[src/rtl/sup_pkg.sv]
package sup_pkg;
  typedef struct packed {
    logic ext_osc;
    logic pf_low;
    logic batt_low;
    logic thr_low;
  } sup_flags_t;

  localparam int FLAG_W = $bits(sup_flags_t);
  // Reset state assumes a faulty supply and a quiet external clock.
  localparam sup_flags_t FLAGS_RST = '{ext_osc: 1'b0, pf_low: 1'b1,
                                       batt_low: 1'b1, thr_low: 1'b1};
endpackage

[src/rtl/sup_sync.sv]
module sup_sync #(
  parameter int             W       = 4,
  parameter int             STAGES  = 2,
  parameter logic [W-1:0]   RST_VAL = '0
) (
  input  logic         clk,
  input  logic         rst_ni,
  input  logic [W-1:0] d_a,
  output logic [W-1:0] q
);
  logic [W-1:0] stg_q [STAGES];

  always_ff @(posedge clk or negedge rst_ni) begin
    if (!rst_ni) stg_q[0] <= RST_VAL;
    else         stg_q[0] <= d_a;
  end

  for (genvar s = 1; s < STAGES; s++) begin : g_stage
    always_ff @(posedge clk or negedge rst_ni) begin
      if (!rst_ni) stg_q[s] <= RST_VAL;
      else         stg_q[s] <= stg_q[s-1];
    end
  end

  assign q = stg_q[STAGES-1];
endmodule

[src/rtl/sup_tick_sel.sv]
module sup_tick_sel (
  input  logic clk,
  input  logic rst_ni,
  input  logic sel_int,
  input  logic int_tick,
  input  logic ext_s,
  output logic tick
);
  logic ext_prev_q;

  always_ff @(posedge clk or negedge rst_ni) begin
    if (!rst_ni) ext_prev_q <= 1'b0;
    else         ext_prev_q <= ext_s;
  end

  always_comb begin
    if (sel_int) tick = int_tick;
    else         tick = ext_s & ~ext_prev_q;
  end
endmodule

[src/rtl/sup_hold_ctr.sv]
module sup_hold_ctr #(
  parameter int HOLD_TICKS = 12,
  localparam int CNT_W     = $clog2(HOLD_TICKS + 1)
) (
  input  logic clk,
  input  logic rst_ni,
  input  logic trig,
  input  logic tick,
  output logic active
);
  localparam logic [CNT_W-1:0] LOAD = CNT_W'(HOLD_TICKS);
  localparam logic [CNT_W-1:0] ONE  = CNT_W'(1);

  logic [CNT_W-1:0] cnt_q, cnt_d;
  logic             act_q, act_d;
  logic             cnt_en;

  always_comb begin
    cnt_en = 1'b0;
    cnt_d  = cnt_q;
    act_d  = act_q;
    if (trig) begin
      cnt_en = 1'b1;
      cnt_d  = LOAD;
      act_d  = 1'b1;
    end else if (act_q && tick) begin
      cnt_en = 1'b1;
      if (cnt_q == ONE) begin
        cnt_d = '0;
        act_d = 1'b0;
      end else begin
        cnt_d = cnt_q - ONE;
      end
    end
  end

  always_ff @(posedge clk or negedge rst_ni) begin
    if (!rst_ni) begin
      cnt_q <= LOAD;
      act_q <= 1'b1;
    end else if (cnt_en) begin
      cnt_q <= cnt_d;
      act_q <= act_d;
    end
  end

  assign active = act_q;
endmodule

[src/rtl/sup_rst_gen.sv]
module sup_rst_gen
  import sup_pkg::*;
#(
  parameter int HOLD_TICKS  = 12,
  parameter int SYNC_STAGES = 2
) (
  input  logic clk,
  input  logic rst_n,
  input  logic thr_low_a,
  input  logic batt_low_a,
  input  logic pf_low_a,
  input  logic ext_osc_a,
  input  logic osc_int_sel,
  input  logic int_tick,
  input  logic wd_expire,
  input  logic ce_in_n,
  output logic rst_out_n,
  output logic rst_out,
  output logic low_line_n,
  output logic ce_out_n,
  output logic pfo_n
);
  logic [1:0] rsync_q;
  logic       rst_ni;
  sup_flags_t flg_a, flg_s;
  logic       thr_s, batt_s, pf_s, ext_s;
  logic       tick, trig, active;

  always_ff @(posedge clk or negedge rst_n) begin
    if (!rst_n) rsync_q <= 2'b00;
    else        rsync_q <= {rsync_q[0], 1'b1};
  end
  assign rst_ni = rsync_q[1];

  always_comb begin
    flg_a.thr_low  = thr_low_a;
    flg_a.batt_low = batt_low_a;
    flg_a.pf_low   = pf_low_a;
    flg_a.ext_osc  = ext_osc_a;
  end

  sup_sync #(.W(FLAG_W), .STAGES(SYNC_STAGES), .RST_VAL(FLAGS_RST)) u_sync (
    .clk(clk), .rst_ni(rst_ni), .d_a(flg_a), .q(flg_s)
  );

  assign thr_s  = flg_s.thr_low;
  assign batt_s = flg_s.batt_low;
  assign pf_s   = flg_s.pf_low;
  assign ext_s  = flg_s.ext_osc;

  sup_tick_sel u_tick (
    .clk(clk), .rst_ni(rst_ni), .sel_int(osc_int_sel),
    .int_tick(int_tick), .ext_s(ext_s), .tick(tick)
  );

  assign trig = thr_s | batt_s | wd_expire;

  sup_hold_ctr #(.HOLD_TICKS(HOLD_TICKS)) u_hold (
    .clk(clk), .rst_ni(rst_ni), .trig(trig), .tick(tick), .active(active)
  );

  assign rst_out_n  = ~active;
  assign rst_out    = active;
  assign low_line_n = ~thr_s;
  assign ce_out_n   = ce_in_n | thr_s;
  assign pfo_n      = ~(pf_s | batt_s);
endmodule

[config.mk]
export PLATFORM = sky130hd
export DESIGN_NAME = sup_rst_gen
export DESIGN_NICKNAME = d
export VERILOG_FILES = /design/src/rtl/sup_pkg.sv /design/src/rtl/sup_sync.sv /design/src/rtl/sup_tick_sel.sv /design/src/rtl/sup_hold_ctr.sv /design/src/rtl/sup_rst_gen.sv
export SDC_FILE = /design/constraint.sdc
export NUM_CORES = 1
export LEC_CHECK = 0
export ABC_CLOCK_PERIOD_IN_PS = 800
export BUFFER_PORTS_ARGS = -buffer_cell sky130_fd_sc_hd__buf_2
export CAP_MARGIN = 20
export CORE_MARGIN = 4
export CORE_UTILIZATION = 44
export DETAILED_ROUTE_END_ITERATION = 8
export PLACE_DENSITY = 0.7
export SLEW_MARGIN = 20
export SYNTH_ARGS = -nofsm -noshare
export SYNTH_HDL_FRONTEND = slang
export SYNTH_SLANG_ARGS = --single-unit
[constraint.sdc]
create_clock -name clk -period 0.8 [get_ports clk]
set_input_delay 0.12 -clock clk [delete_from_list [all_inputs] [get_ports clk]]
set_output_delay 0.12 -clock clk [all_outputs]
set_load 0.01 [all_outputs]
* Yosys cells after proc, flatten, opt, wreduce, memory -nomap -nowiden
Cells that the tools add are included.
Widths: inputs -> output; s select.
** Storage, ports and cells
- Output and inout bits :: 5
- Bits in registers :: 16
** Operators by class
- Add/sub/neg operators :: 1
- Bitwise operators :: 9
- Reduce and logical (&&, ||, !) cells :: 5
- Equality and inequality tests :: 1
- Mux-type cells :: 9
** Operators with widths (count)
- $mux 4 :: 3
- $mux 1 :: 6
- $eq 4x1->1 const B :: 1
- $not 1->1 :: 4
- $or 1x1->1 :: 4
- $reduce_bool 2->1 :: 2
- $sub 4x1->4 const B :: 1
- $reduce_and 3->1 :: 1
- $reduce_and 2->1 :: 1
- $and 1x1->1 :: 1
- $logic_and 1x1->1 :: 1

* Longest topological paths before layout
Gate-level depths: netlist of run 1.
- Word-level depth :: 7
- Gate-level depth with buffers :: 5

* By module
A second synthesis of run 1 with hierarchy kept.
** Second synthesis, totals
- Cells, all modules :: 48
- Area, all modules :: 623.1 sq um
** Modules (own cells, without submodules)
- sup_hold_ctr :: sequential area each 128.9 sq um, instances 1, cells each 24, area each 264.0 sq um
- sup_sync :: sequential area each 207.7 sq um, instances 1, cells each 12, area each 237.7 sq um
- sup_rst_gen :: sequential area each 50.0 sq um, instances 1, cells each 8, area each 77.6 sq um
- sup_tick_sel :: sequential area each 25.0 sq um, instances 1, cells each 4, area each 43.8 sq um

* Worst setup path after synthesis of run 1
OpenSTA, ideal clock, no wires.
- Path kind :: flip-flop to flip-flop
- Start :: reg u_hold.cnt_q[1]
- End :: reg u_hold.cnt_q[0]
- Arrival time :: 1.121 ns
- Slack :: -0.448 ns
- Stages on the path, launching flop included :: 6
- Data required time :: 0.673 ns
- Cells stage by stage :: dfrtp_1 > inv_1 > ha_1 > or3b_1 > o211ai_1 > a21oi_1
** On the way
- Cells in the longest elaborated chain, start to end :: 4
** Ends and longest elaborated chain
- start: declaration :: RTL line sup_hold_ctr.sv:14 : logic [CNT_W-1:0] cnt_q, cnt_d;
- start signal: assignment :: RTL line sup_hold_ctr.sv:42 : cnt_q <= cnt_d;
- $eq 4x1->1 :: RTL line sup_hold_ctr.sv:28 : if (cnt_q == ONE) begin
- $mux 4 :: RTL line sup_hold_ctr.sv:28
- $mux 4 :: RTL line sup_hold_ctr.sv:26 : end else if (act_q && tick) begin
- $mux 4 :: RTL line sup_hold_ctr.sv:22 : if (trig) begin
No other way between the ends. The select of a mux whose other input is x is not followed.
A chain may end at the register's enable or synchronous reset.

* Worst setup path in the final report of run 1
Ends and elaborated chain as after synthesis.

==> metrics, run 1 <==
outcome=finished with violations; violated checks=negative setup slack; simple-gate share of the synthesized area=between 15 and 20%; CP required=just under 1 ns; die area=between 2000 and 2500 µm²; layout cell share with drive strength beyond 1=between 50% and 60%; Seq/Total Area, Yosys=64.0%; largest net degree at the start of global routing=15; Seq cells post-synth=16; Vias/cell=approximately 5.0; ys flop type=dfstp_2; EDFF count, synth=0; CP max FO=2; Synth Area in Compound Gates=8.17%; count of cell types in the netlist=23; asr flop ratio synth=100%; Setup Skew=about 0.0080 ns; initial DRC count=6; final hold violation count=0; CP Launch Type=flop; Fillers=93; Post-Syn Area per Cell=roughly 12 µm²; GR Util All Layers=approximately 14%; CTS tree=built; fin area=a little under 1000 µm²; Antenna diodes=0; Max clock buf depth=2; Die Span X=~46 µm; Netlist Area Pre-Place=between 600 and 700 µm²; Final WS setup=-0.447 ns; Placer Congestion=between 0.7 and 0.8; H-tree depth=1; Crit Reg-Reg Startpoint=u_hold.cnt_q[1]; Min Clock Period, post-route=about 1.2 ns; Die H=~46 µm; Sink Count=16; first-pass GRT wire length=around 2100 µm; Skew-Pair Late Insertion Delay=roughly 0.28 ns; largest family of logic cells by synthesized area=simple AND/OR/NAND/NOR gates; drt drc=0; Pwr Density=1520 nW/µm²; fin nets=approximately 100; IO Count=15; Yosys Warn Count=0; xor and xnor fraction of the mapped netlist area=0%; clk root buf=clkbuf_4; row cnt=13; clk slew on worst S/H paths=about 0.090 ns; Fmax=between 800 and 900 MHz; Post-Synth Adder-Cell Area=about 3.9%; Reg-to-Reg End=u_hold.cnt_q[0]; leading area contributor after synthesis=dfstp_2; synth top area cells=dfstp_2, dfrtp_1, ha_1, mux2i_1, inv_1; crit share post-route=156%; Commonest cells post-synth=dfstp_2, dfrtp_1, inv_1, nor2_1, a21oi_1; Crit. End Element=flop; Peak VDD IR=approximately 0.0012 V; Post-DP Area=798 µm²; synth-to-layout area growth=50.2%; Core ar.=roughly 1300 µm²; fin. max-slew vios=0; final hold slack=0.142 ns; I/O Buffers=14; P_leak=0.459 nW; CP Data Arrival Time=1.42 ns; number of max-cap violations=0; hpwl dp=884 µm; final setup fails=10; TritonRoute pass-1 iters=3; Initial Util=48.2%; initial antenna violation count=0; vias in the first global route=around 530; Synthesized Nets=64; via count=501; drt wl/cell=~12 µm; final wirelength=~1300 µm; Hold/Removal Path Class=input pin to async pin; RSZ-0062 raised after global routing=true; critical path class=flop to flop; ANT nets after route=0; post-synthesis mux area share=about 3.1%; Synth top area share=36.8%; Gate Count Post-Synth=52; r2r worst-path depth=5; Num CTS Buffers=3; reg-to-reg slack, setup=-0.45 ns; total gr overflow=0; cell with the most instances after synthesis=dfstp_2
==> timing repair <==
item | CTS | global route
hold buffers | 5 | 0
pin swaps | 5 | 3
setup endpoints to repair | 10 | 10
setup buffers | 1 | 2
hold endpoints to repair | 6 | 0
resized for setup | 10 | 7
==> stage by stage <==
stage | setup WS [ns] | setup TNS [ns] | util (%) | instances | power (mW)
finish | -0.447 | -3.89 | 72.4 | 101 | 1.47
floorplan | -0.447 | -1.85 | - | 52 | 0.948
CTS | -0.475 | -4.08 | 69.1 | 99 | 1.48
global placement | -0.435 | -2.37 | 59.8 | 89 | 1.00
detailed placement | -0.506 | -2.58 | 59.8 | 89 | 1.01
global route | -0.533 | -4.43 | 72.4 | 101 | 1.55
==> cell type report <==
type                            count  area (µm²)  share of cell area [%]
Multi-Input combinational cell     30         245                    25.4
Clock buffer                        4        26.3                    2.72
Sequential cell                    16         412                    42.6
Timing Repair Buffer               31         243                    25.1
Inverter                            5        21.3                    2.20
Tap cell                           15        18.8                    1.94
==> report_power, final <==
| part | leakage [nW] | internal, mW | switching, mW |
|---|---|---|---|
| Sequential | 0.181 | 0.855 | 0.0149 |
| Combinational | 0.263 | 0.0934 | 0.0717 |
| Clock | 0.0150 | 0.193 | 0.237 |
==> kinds of logic after synthesis <==
| kind of cell | count (synthesis) |
|---|---|
| AND/OR/NAND/NOR | 17 |
| flip-flops | 16 |
| AO/OA/AOI/OAI | 8 |
| buffers and inverters | 6 |
| multiplexers | 2 |
| adder cells (fa/ha/maj) | 2 |
| other | 1 |
==> placed cells by master, fill, tap and decap left out, types with 2 or more instances in the layout <==
cell / n
inv_2: 2
o21ai_2: 2
nor3_1: 2
mux2i_1: 2
clkbuf_4: 3
ha_4: 2
buf_2: 10
dlygate4sd3_1: 5
dfrtp_1: 7
buf_4: 10
buf_6: 6
dfstp_2: 9
inv_1: 2
nor2_1: 5
a21oi_1: 3
nand3_1: 2
==> how the worst max path moves through the flow <==
| stage | start | to | depth (start not counted) |
|---|---|---|---|
| 4_1_cts | u_hold.cnt_q[1] | u_hold.cnt_q[0] | 5 |
| 3_3_place_gp | u_hold.cnt_q[1] | u_hold.cnt_q[0] | 5 |
| 5_1_grt | u_hold.cnt_q[1] | u_hold.cnt_q[0] | 5 |
| 2_1_floorplan | u_hold.cnt_q[1] | u_hold.cnt_q[0] | 5 |
| 3_5_place_dp | u_hold.cnt_q[1] | u_hold.cnt_q[0] | 5 |
| 6_report | u_hold.cnt_q[1] | u_hold.cnt_q[0] | 5 |
==> state kept, by name, indices dropped and copies added (netlist names) <==
register           cells
u_hold.active          1
u_sync.stg_q           4
u_hold.cnt_q           4
u_tick.ext_prev_q      1
u_sync.q               4
rsync_q                2
==> critical path, stage by stage (launching register included) <==
cell and delay [ns]:
dfrtp_1 0.39, inv_2 0.08, ha_4 0.13, or3b_4 0.37, o211ai_1 0.09, a21oi_1 0.08
==> metal layers <==
layer	global-route usage, %	part of all wire, %
met5	0	0
met2	24.7	55
met3	4.30	4.0
met1	15.3	39
met4	7.95	1.3
Power figures use the tool's default switching activity.
==> run 2, diff against run 1 <==
ABC_AREA = 1   (was unset)
SYNTH_HIERARCHICAL = 1   (was unset)
==> run 2 against run 1 <==
Compared with the run above: the run still ends with negative setup slack left; setup slack better by 0.069 ns; design area is 3.5% higher; clock skew is 0.0065 ns lower; non-clock buffer count grew 2; largest cell class unchanged; flip-flop and latch count unchanged; via count is 2.4% lower; combinational power rose by 22%; register-to-register slack gained 0.14 ns; clock power up 19%; maximum frequency up 5.9%.
==> metrics, run 2 <==
synth top area cells=dfstp_2, dfrtp_1, nand2_1, buf_4, inv_1; Initial Util=between 40 and 50%; Skew-Pair Late Insertion Delay=0.28 ns; via count=489; Placer Congestion=a little under 0.7; Seq/Total Area, Yosys=between 60% and 70%; CP Cell Sequence=or2_4 > buf_6; clk slew on worst S/H paths=about 0.09 ns; CTS tree=built; count of cell types in the netlist=16; total gr overflow=0; Seq cells post-synth=16; area of the multi-input gates=240 µm²; TritonRoute pass-1 iters=3; Netlist Area Pre-Place=around 630 µm²; crit share post-route=147%; Fmax=roughly 850 MHz; EDFF count, synth=0; Vias/cell=between 4 and 5; Die Span X=between 40 and 50 µm; Final WS setup=-0.378 ns; first-pass GRT wire length=2040 µm; Post-Syn Area per Cell=10.4 µm²; Antenna diodes=0; most frequent cells in the layout=buf_2, buf_4, dfstp_2; Setup Skew=about 0.0014 ns; synth-to-layout area growth=57.6%; CP max FO=2; I/O Buffers=14; P_leak=between 0.4 and 0.5 nW; violated checks=negative setup slack; H-tree depth=1; Pwr Density=between 1500 and 2000 nW/µm²; Core ar.=1330 µm²; slowest cell delay on critical path=roughly 0.57 ns; RSZ-0062 raised after global routing=true; final hold violation count=0; fin. max-slew vios=0; final setup fails=10; initial antenna violation count=0; Max clock buf depth=2; CP required=~0.68 ns; hpwl dp=roughly 860 µm; largest net degree at the start of global routing=11; drt wl/cell=between 10 and 15 µm; clk root buf=clkbuf_4; Commonest cells post-synth=nand2_1, dfstp_2, dfrtp_1, inv_1, nor2_1; final wirelength=1320 µm; Crit. End Element=output port; outcome=finished with violations; Yosys Warn Count=6; GR Util All Layers=14.9%; final hold slack=around 0.15 ns; CP max-delay cell=dfstp_2; Reg area=412 µm²; cell with the most instances after synthesis=nand2_1; IO Count=15; layout cell share with drive strength beyond 1=roughly two thirds; fin nets=107; asr flop ratio synth=100%; pre-CTS setup slack=-0.208 ns; Min Clock Period, post-route=1.18 ns; Gate Count Post-Synth=approximately 60; initial DRC count=2; drt drc=0; Synthesized Nets=between 70 and 80; leading area contributor after synthesis=dfstp_2; final std cells w/o fill=109; Synth top area share=between 30% and 40%; Sink Count=16; Fillers=between 90 and 100; vias in the first global route=486; ys flop type=dfstp_2; placed cells=between 90 and 100; Post-DP Area=slightly below 800 µm²; CP Launch Type=flop; ANT nets after route=0; Die H=46.0 µm; Hold/Removal Path Class=input pin to async pin; number of max-cap violations=0; critical path class=flop to output port; Peak VDD IR=approximately 0.0012 V; die area=roughly 2100 µm²; fin area=approximately 1000 µm²; Num CTS Buffers=3; row cnt=13; CP Data Arrival Time=~1.1 ns
## run 2: cell count changes after synthesis, sizes merged, moves of 2 or more
cell | previous run | this run
buf | 1 | 4
nor3 | 2 | 0
nand2 | 1 | 13
nand3 | 2 | 4
mux2i | 2 | 0
nor2 | 5 | 7
inv | 5 | 8
a21oi | 3 | 1
## run 2: critical path, delay by kind of cell, from the launching register on
kind	cells	cell delay, ns
and+or+nand+nor	1	0.12
DFF	1	0.57
buffers and inverters	1	0.09
## run 2: final cells by class
cell class	count	share of cell area, %
Tap cell	15	1.88
Timing Repair Buffer	33	25.5
Clock buffer	4	3.63
Multi-Input combinational cell	33	24.0
Sequential cell	16	41.2
Inverter	8	3.75
## run 2: final timing paths
| kind | start | end | slack [ns] | cells after the start |
|---|---|---|---|---|
| max | u_sync/q[0] | ce_out_n | -0.38 | 2 |
| min | rst_n | rsync_q[1] | 0.15 | 2 |
| max reg2reg | u_hold/active | u_hold/cnt_q[1] | -0.31 | 6 |
| min reg2reg | rsync_q[1] | u_hold/cnt_q[0] | 0.16 | 1 |
| max in group asynchronous | rsync_q[1] | u_hold/active | 0.40 | 1 |
| min in group clk | wd_expire | u_hold/active | 0.19 | 5 |
## run 2: cells by family (layout without fill, tap and decap cells)
| family | Yosys count | after routing | synth area share [%] |
|---|---|---|---|
| AO/OA/AOI/OAI | 4 | 4 | 3.35 |
| XOR/XNOR | 1 | 1 | 1.38 |
| adder cells (fa/ha/maj) | 2 | 2 | 3.94 |
| buffers and inverters | 12 | 45 | 9.47 |
| flip-flops | 16 | 16 | 64.9 |
| other | 1 | 1 | 0.591 |
| AND/OR/NAND/NOR | 25 | 25 | 16.4 |
## run 2: where the power goes
part	internal [mW]	leakage, nW	total, mW	switching, mW
clock network	0.277	0.0210	0.513	0.237
logic	0.108	0.276	0.202	0.0933
registers	0.855	0.181	0.872	0.0167
## run 2: timing repair
action | CTS | global route
gates resized for setup | 15 | 4
pin swaps | 4 | 2
cloned | 0 | 0
setup buffers | 3 | 5
hold buffers | 5 | 0
setup endpoints to repair | 10 | 10
endpoints found under the hold margin | 6 | 0
## run 2: per-stage QoR
stage	total power, mW	util (%)	setup TNS (ns)
floorplan	0.972	-	-0.815
global placement	1.01	58.3	-1.09
detailed placement	1.02	58.3	-1.28
CTS	1.60	70.7	-3.04
global route	1.71	75.0	-3.63
finish	1.59	75.0	-3.08
## run 2: routing by layer
layer / track usage, % / part of all wire [%]
met1: 13.9 / 36
met2: 26.1 / 58
met3: 5.93 / 4.5
met4: 10.2 / 1.1
met5: 0 / 0
